## config.mk

```make
export PLATFORM = sky130hd
export DESIGN_NAME = sram_ctl
export DESIGN_NICKNAME = d
export VERILOG_FILES = /design/src/rtl/sram_ctl_pkg.sv /design/src/rtl/sram_ctl_rstsync.sv /design/src/rtl/sram_ctl_timer.sv /design/src/rtl/sram_ctl_fsm.sv /design/src/rtl/sram_ctl.sv
export SDC_FILE = /design/constraint.sdc
export NUM_CORES = 1
export LEC_CHECK = 0
export CAP_MARGIN = 10
export CORE_UTILIZATION = 44
export CTS_CLUSTER_SIZE = 28
export DETAILED_ROUTE_END_ITERATION = 8
export PLACE_DENSITY = 0.88
export SKIP_LAST_GASP = 1
export SLEW_MARGIN = 20
export SYNTH_ARGS = -nofsm -noshare
export SYNTH_HDL_FRONTEND = slang
export SYNTH_SLANG_ARGS = --single-unit
```

## constraint.sdc

```tcl
create_clock -name clk -period 1.7 [get_ports clk]
set_clock_uncertainty 0.15 [all_clocks]
set_input_delay 0.51 -clock clk [delete_from_list [all_inputs] [get_ports clk]]
set_output_delay 0.51 -clock clk [all_outputs]
set_load 0.01 [all_outputs]
```

## src/rtl/sram_ctl_pkg.sv

```systemverilog
package sram_ctl_pkg;

  typedef enum logic [2:0] {
    PH_IDLE = 3'd0,
    PH_WSU  = 3'd1,  // select asserted, address settling before the strobe
    PH_WPL  = 3'd2,  // write strobe low, data driven
    PH_WRC  = 3'd3,  // strobe released, select still low
    PH_RAC  = 3'd4,  // read access wait
    PH_RTA  = 3'd5   // bus turnaround after a read
  } phase_e;

  // whole cycles covering a nanosecond limit, never below one
  function automatic int unsigned phase_cycles(input int unsigned lim_ns,
                                               input int unsigned clk_ns);
    int unsigned c;
    c = (lim_ns + clk_ns - 1) / clk_ns;
    return (c == 0) ? 1 : c;
  endfunction

  function automatic int unsigned max2(input int unsigned a, input int unsigned b);
    return (a > b) ? a : b;
  endfunction

endpackage

```

## src/rtl/sram_ctl_rstsync.sv

```systemverilog
module sram_ctl_rstsync (
  input  logic clk,
  input  logic rst_n,
  output logic rst_sync_n
);
  logic stage1_q;
  logic stage2_q;

  always_ff @(posedge clk or negedge rst_n) begin
    if (!rst_n) begin
      stage1_q <= 1'b0;
      stage2_q <= 1'b0;
    end else begin
      stage1_q <= 1'b1;
      stage2_q <= stage1_q;
    end
  end

  assign rst_sync_n = stage2_q;
endmodule

```

## src/rtl/sram_ctl_timer.sv

```systemverilog
module sram_ctl_timer #(
  parameter int unsigned CNT_W = 2
) (
  input  logic             clk,
  input  logic             rst_n,
  input  logic             ld,
  input  logic [CNT_W-1:0] ld_val,
  output logic             zero
);
  logic [CNT_W-1:0] cnt_q;
  logic [CNT_W-1:0] cnt_d;
  logic             cnt_en;

  always_comb begin
    cnt_en = ld || (cnt_q != '0);
    cnt_d  = ld ? ld_val : (cnt_q - 1'b1);
  end

  always_ff @(posedge clk or negedge rst_n) begin
    if (!rst_n)      cnt_q <= '0;
    else if (cnt_en) cnt_q <= cnt_d;
  end

  assign zero = (cnt_q == '0);
endmodule

```

## src/rtl/sram_ctl_fsm.sv

```systemverilog
module sram_ctl_fsm
  import sram_ctl_pkg::*;
#(
  parameter int unsigned CNT_W  = 2,
  parameter int unsigned AS_CYC = 1,
  parameter int unsigned WP_CYC = 3,
  parameter int unsigned WR_CYC = 1,
  parameter int unsigned AA_CYC = 3,
  parameter int unsigned TA_CYC = 2
) (
  input  logic             clk,
  input  logic             rst_n,
  input  logic             req_valid,
  input  logic             req_write,
  input  logic             zero,
  output logic             ld,
  output logic [CNT_W-1:0] ld_val,
  output logic             accept,
  output logic             capture,
  output logic             ready,
  output logic             cs_n,
  output logic             we_n,
  output logic             oe_n,
  output logic             dq_oe
);
  localparam logic [CNT_W-1:0] AS_LD = CNT_W'(AS_CYC - 1);
  localparam logic [CNT_W-1:0] WP_LD = CNT_W'(WP_CYC - 1);
  localparam logic [CNT_W-1:0] WR_LD = CNT_W'(WR_CYC - 1);
  localparam logic [CNT_W-1:0] AA_LD = CNT_W'(AA_CYC - 1);
  localparam logic [CNT_W-1:0] TA_LD = CNT_W'(TA_CYC - 1);

  phase_e phase_q, phase_d;
  logic   cs_n_q, we_n_q, oe_n_q, dq_oe_q;
  logic   cs_n_d, we_n_d, oe_n_d, dq_oe_d;

  assign ready  = (phase_q == PH_IDLE);
  assign accept = ready && req_valid;

  // next phase and timer load
  always_comb begin
    phase_d = phase_q;
    ld      = 1'b0;
    ld_val  = '0;
    capture = 1'b0;
    unique case (phase_q)
      PH_IDLE: if (req_valid) begin
        ld = 1'b1;
        if (req_write) begin phase_d = PH_WSU; ld_val = AS_LD; end
        else           begin phase_d = PH_RAC; ld_val = AA_LD; end
      end
      PH_WSU:  if (zero) begin phase_d = PH_WPL; ld = 1'b1; ld_val = WP_LD; end
      PH_WPL:  if (zero) begin phase_d = PH_WRC; ld = 1'b1; ld_val = WR_LD; end
      PH_WRC:  if (zero) phase_d = PH_IDLE;
      PH_RAC:  if (zero) begin
        phase_d = PH_RTA; ld = 1'b1; ld_val = TA_LD; capture = 1'b1;
      end
      PH_RTA:  if (zero) phase_d = PH_IDLE;
      default: phase_d = PH_IDLE;
    endcase
  end

  // strobes registered from the next phase so they switch with the state
  always_comb begin
    cs_n_d  = !(phase_d inside {PH_WSU, PH_WPL, PH_WRC, PH_RAC});
    we_n_d  = (phase_d != PH_WPL);
    oe_n_d  = (phase_d != PH_RAC);
    dq_oe_d = (phase_d == PH_WPL);
  end

  always_ff @(posedge clk or negedge rst_n) begin
    if (!rst_n) begin
      phase_q <= PH_IDLE;
      cs_n_q  <= 1'b1;
      we_n_q  <= 1'b1;
      oe_n_q  <= 1'b1;
      dq_oe_q <= 1'b0;
    end else begin
      phase_q <= phase_d;
      cs_n_q  <= cs_n_d;
      we_n_q  <= we_n_d;
      oe_n_q  <= oe_n_d;
      dq_oe_q <= dq_oe_d;
    end
  end

  assign cs_n  = cs_n_q;
  assign we_n  = we_n_q;
  assign oe_n  = oe_n_q;
  assign dq_oe = dq_oe_q;
endmodule

```

## src/rtl/sram_ctl.sv

```systemverilog
module sram_ctl
  import sram_ctl_pkg::*;
#(
  parameter int unsigned ADDR_W    = 16,
  parameter int unsigned DATA_W    = 4,
  parameter int unsigned CLK_NS    = 4,
  parameter int unsigned T_AA_NS   = 12,
  parameter int unsigned T_AS_NS   = 0,
  parameter int unsigned T_WP_NS   = 9,
  parameter int unsigned T_DW_NS   = 6,
  parameter int unsigned T_WR_NS   = 0,
  parameter int unsigned T_OHZ_NS  = 6
) (
  input  logic              clk,
  input  logic              rst_n,
  input  logic              req_valid,
  output logic              req_ready,
  input  logic              req_write,
  input  logic [ADDR_W-1:0] req_addr,
  input  logic [DATA_W-1:0] req_wdata,
  output logic              rsp_valid,
  output logic [DATA_W-1:0] rsp_rdata,
  output logic              sram_cs_n,
  output logic              sram_we_n,
  output logic              sram_oe_n,
  output logic [ADDR_W-1:0] sram_addr,
  output logic [DATA_W-1:0] sram_dq_out,
  output logic              sram_dq_oe,
  input  logic [DATA_W-1:0] sram_dq_in
);
  localparam int unsigned AS_CYC  = phase_cycles(T_AS_NS, CLK_NS);
  localparam int unsigned WP_CYC  = max2(phase_cycles(T_WP_NS, CLK_NS),
                                         phase_cycles(T_DW_NS, CLK_NS));
  localparam int unsigned WR_CYC  = phase_cycles(T_WR_NS, CLK_NS);
  localparam int unsigned AA_CYC  = phase_cycles(T_AA_NS, CLK_NS);
  localparam int unsigned TA_CYC  = phase_cycles(T_OHZ_NS, CLK_NS);
  localparam int unsigned MAX_CYC = max2(max2(AS_CYC, WP_CYC),
                                         max2(max2(WR_CYC, AA_CYC), TA_CYC));
  localparam int unsigned CNT_W   = $clog2(MAX_CYC + 1);

  logic              rst_sync_n;
  logic              ld, zero, accept, capture;
  logic [CNT_W-1:0]  ld_val;
  logic [ADDR_W-1:0] addr_q;
  logic [DATA_W-1:0] wdata_q, rdata_q;
  logic              rvalid_q;

  sram_ctl_rstsync u_rst (
    .clk        (clk),
    .rst_n      (rst_n),
    .rst_sync_n (rst_sync_n)
  );

  sram_ctl_timer #(.CNT_W(CNT_W)) u_timer (
    .clk    (clk),
    .rst_n  (rst_sync_n),
    .ld     (ld),
    .ld_val (ld_val),
    .zero   (zero)
  );

  sram_ctl_fsm #(
    .CNT_W (CNT_W), .AS_CYC(AS_CYC), .WP_CYC(WP_CYC),
    .WR_CYC(WR_CYC), .AA_CYC(AA_CYC), .TA_CYC(TA_CYC)
  ) u_fsm (
    .clk       (clk),
    .rst_n     (rst_sync_n),
    .req_valid (req_valid),
    .req_write (req_write),
    .zero      (zero),
    .ld        (ld),
    .ld_val    (ld_val),
    .accept    (accept),
    .capture   (capture),
    .ready     (req_ready),
    .cs_n      (sram_cs_n),
    .we_n      (sram_we_n),
    .oe_n      (sram_oe_n),
    .dq_oe     (sram_dq_oe)
  );

  // request fields held for the whole operation
  always_ff @(posedge clk or negedge rst_sync_n) begin
    if (!rst_sync_n) begin
      addr_q  <= '0;
      wdata_q <= '0;
    end else if (accept) begin
      addr_q  <= req_addr;
      wdata_q <= req_wdata;
    end
  end

  // read data taken at the last access cycle
  always_ff @(posedge clk or negedge rst_sync_n) begin
    if (!rst_sync_n)  rdata_q <= '0;
    else if (capture) rdata_q <= sram_dq_in;
  end

  always_ff @(posedge clk or negedge rst_sync_n) begin
    if (!rst_sync_n) rvalid_q <= 1'b0;
    else             rvalid_q <= capture;
  end

  assign sram_addr   = addr_q;
  assign sram_dq_out = wdata_q;
  assign rsp_valid   = rvalid_q;
  assign rsp_rdata   = rdata_q;
endmodule

```

==> results by group <==
Final layout
  – Synth-to-Final Area Change: 51.1%
  – Fill cells: ~220
  – Fin cells: approximately 250
  – Ant. Diodes: 0
  – Fin nets: between 200 and 250
  – Ratio of cells with drive above 1 in the final layout: 0.340

Pwr
  – Max VDD drop: 706 uV
  – Flop pwr share: 0.341
  – Leakage power: roughly 1.1 nW
  – Int Pwr: roughly 2.9 mW
  – Clock network power share: 0.099
  – Sw frac: 0.350
  – Pwr/cell area: about 1800 nW/um2
  – Combinational share of power: 0.560
  – Switching pwr: 1.53 mW

Die
  – Core Box Area: 3390 um2
  – Die extent in x: 62 um
  – Initial Utilization: 0.467
  – Total die area: roughly 3800 um2
  – Site row count: 21
  – I/O pins: just under 60
  – Die height: about 62 um

Status
  – Failing checks: negative setup slack
  – Outcome: finished with violations

Route
  – Vias per cell: approximately 5.0
  – Routed len/inst: roughly 16 um
  – DRT Pass-1 Iters: 4
  – DR DRC count: 0
  – Post-Route WL: 4.04 mm
  – Total number of vias: 1239
  – DRT iter0 DRCs: 57
  – Post-route ant nets: 0

Setup path
  – Crit path launch type: register
  – Setup CP Type: register to output port
  – CP startpoint: u_fsm.phase_q[1]$_DFF_PN0_
  – CP Max Fanout: 2
  – R2r startpoint: u_fsm.phase_q[1]$_DFF_PN0_
  – Setup crit end kind: output port
  – Worst Path Arrival: between 1000 and 1500 ps
  – Worst R2R Path Depth: 5
  – Worst Path Required: 1040 ps

Place
  – Port buffer count: 57
  – DP Cell Count: 225
  – Gpl congestion: around 0.72
  – Hpwl dp: between 2 and 3 mm

Clock tree
  – Clock-pin slew on the worst setup and hold paths: between 100 and 150 ps
  – CTS hold repair buffers: 0
  – CTS Buffer Depth: 2
  – TritonCTS clock tree: done
  – Root Driver: clkbuf_4
  – CTS buffer count: 5
  – Clock latency on the worst-skew pair: 340 ps
  – Clock Sinks: 36
  – H-tree depth: 2

Global routing
  – First-pass GRT wire length: roughly 5.6 mm
  – Vias in the first global route: between 1000 and 1500
  – Initial antenna violation count: 0
  – Largest net degree at the start of global routing: 20
  – Tot GR Track Use: 0.214
  – Total gr overflow: 0

Synthesis
  – Number of flops mapped to enable cells by yosys: 0
  – Post-Syn Nets: roughly 150
  – Yosys cell types: 28
  – Sequential-to-total area share from yosys stat: 0.571
  – Synth Flop Type: dfrtp_1
  – Post-Synthesis Cells: 118
  – Synth top area share: 0.521
  – Most frequent cell after synthesis: dfrtp_1
  – Post-Syn Area: 1580 um2
  – Asr flop ratio synth: 1.00
  – Yosys top cell by area: dfrtp_1
  – YS warnings: 0
  – Number of synthesized register bits: 36
  – Ranking of synthesized cells by area: dfrtp_1, mux2_4, dfstp_2
  – Mapped Avg Cell Area: 13.4 um2
  – Top cells by count, synth: dfrtp_1, mux2_4, nor2_1

STA
  – Hold Fails Final Rpt: 0
  – Hold WS: between 40 and 50 ps
  – Max-slew violation count: 0
  – Tcrit/Tclk final: 1.03
  – Fmax: 570 MHz
  – Fin worst setup slack: -54.9 ps
  – Endpoints failing setup: 5
  – Final worst path period need: 1750 ps
  – RSZ-0062 raised after global routing: yes

Job
  – Number of max-cap violations: 0

Min path
  – Hold WC Path Type: register to async pin
## power groups by stage
stage / Clock, mW / Sequential [mW] / Combinational, mW
finish: 0.436 / 1.49 / 2.46
global route: 0.476 / 1.54 / 2.66
CTS: 0.437 / 1.49 / 2.20
detailed placement: 0 / 1.52 / 2.39
global placement: 0 / 1.48 / 2.29
floorplan: 0 / 1.65 / 1.14
## path summary, 6_finish.rpt
kind / end / slack [ps]
min in group clk: u_rst.rst_sync_n$_DFF_PN0_ / 220
worst max-delay path: req_ready / -50
max in group asynchronous: u_fsm.cs_n$_DFF_PN1_ / 1070
worst max register to register: rsp_rdata[1]$_DFFE_PN0P_ / -40
worst min register to register: sram_addr[11]$_DFFE_PN0P_ / 50
worst min-delay path: sram_addr[11]$_DFFE_PN0P_ / 50
## cells in the final DEF, fill, tap and decap left out
cell	synthesis	final
dfrtp_1	33	33
clkdlybuf4s50_1	0	27
clkdlybuf4s15_1	0	21
buf_4	0	21
mux2_4	19	19
nor2_1	8	8
nand2_1	6	6
a21oi_1	6	6
o21ai_0	5	5
mux2_2	5	5
clkbuf_4	0	5
inv_1	5	4
buf_2	4	4
o22ai_1	3	3
clkbuf_2	0	3
dfstp_2	3	3
a22oi_1	2	2
nand2b_1	2	2
clkbuf_1	0	2
dlygate4sd2_1	0	2
buf_12	0	2
nor3_2	1	1
xor2_1	1	1
inv_2	0	1
o211a_1	1	1
and2_1	1	1
nor2_2	1	1
mux2i_1	1	1
and3_1	1	1
nor4_1	1	1
and2_4	1	1
a221oi_1	1	1
o21a_1	1	1
nor2b_1	1	1
ha_1	1	1
clkinv_2	0	1
clkbuf_16	0	1
conb_1	1	1
## per-layer routing
layer  global-route usage  share of wire  vias to the layer above
met5                    0              0                        -
met4               0.0952          0.024                        0
met3               0.0559          0.042                        8
met2                0.372           0.53                       42
met1                0.248           0.41                      625
li1                     -              -                      564
## flip-flops by register name, indices dropped and copies added, names as in the netlist, 2 cells and up
signal	count
sram_dq_out	4
u_timer.cnt_q	2
rsp_rdata	4
sram_addr	16
u_fsm.phase_q	3
## critical path, stage by stage (launching register included)
cell and delay, ps:
dfrtp_1 400, nor3_2 200, buf_2 170
## layout make-up
class                      count  area [um2]  area share
clock buffer                   7        45.0      0.0188
clock inverter                 1        5.00     0.00209
inverter                       5        18.8     0.00784
multi-input combinational     70         607       0.254
sequential                    36         905       0.378
tap                           46        57.6      0.0240
timing repair buffer          81         756       0.316
## what timing repair did
item | in CTS | in global routing
pin swaps | 0 | 1
setup buffers | 1 | 11
cloned | 0 | 1
gates resized for setup | 44 | 26
setup endpoints to repair | 30 | 26
## per-stage QoR
| stage | setup TNS [ps] | area (um2) | setup slack [ps] | utilization | power, mW |
|---|---|---|---|---|---|
| 2_1_floorplan | 0 | 1580 | 111 | - | 2.79 |
| 3_3_place_gp | -4190 | 2270 | -206 | 0.669 | 3.77 |
| 3_5_place_dp | -4650 | 2270 | -230 | 0.669 | 3.91 |
| 4_1_cts | -214 | 2280 | -214 | 0.673 | 4.13 |
| 5_1_grt | -804 | 2390 | -149 | 0.706 | 4.67 |
| 6_report | -202 | 2390 | -54.9 | 0.706 | 4.39 |
## cell families after synthesis
family	after synthesis	synth area share
other	1	0.00237
multiplexers	25	0.222
buffers and inverters	12	0.0458
adder cells (fa/ha/maj)	1	0.00790
AO/OA/AOI/OAI	19	0.0727
flip-flops	36	0.571
AND/OR/NAND/NOR	23	0.0727
XOR/XNOR	1	0.00553
No activity file was read; power rests on OpenSTA's default activity.
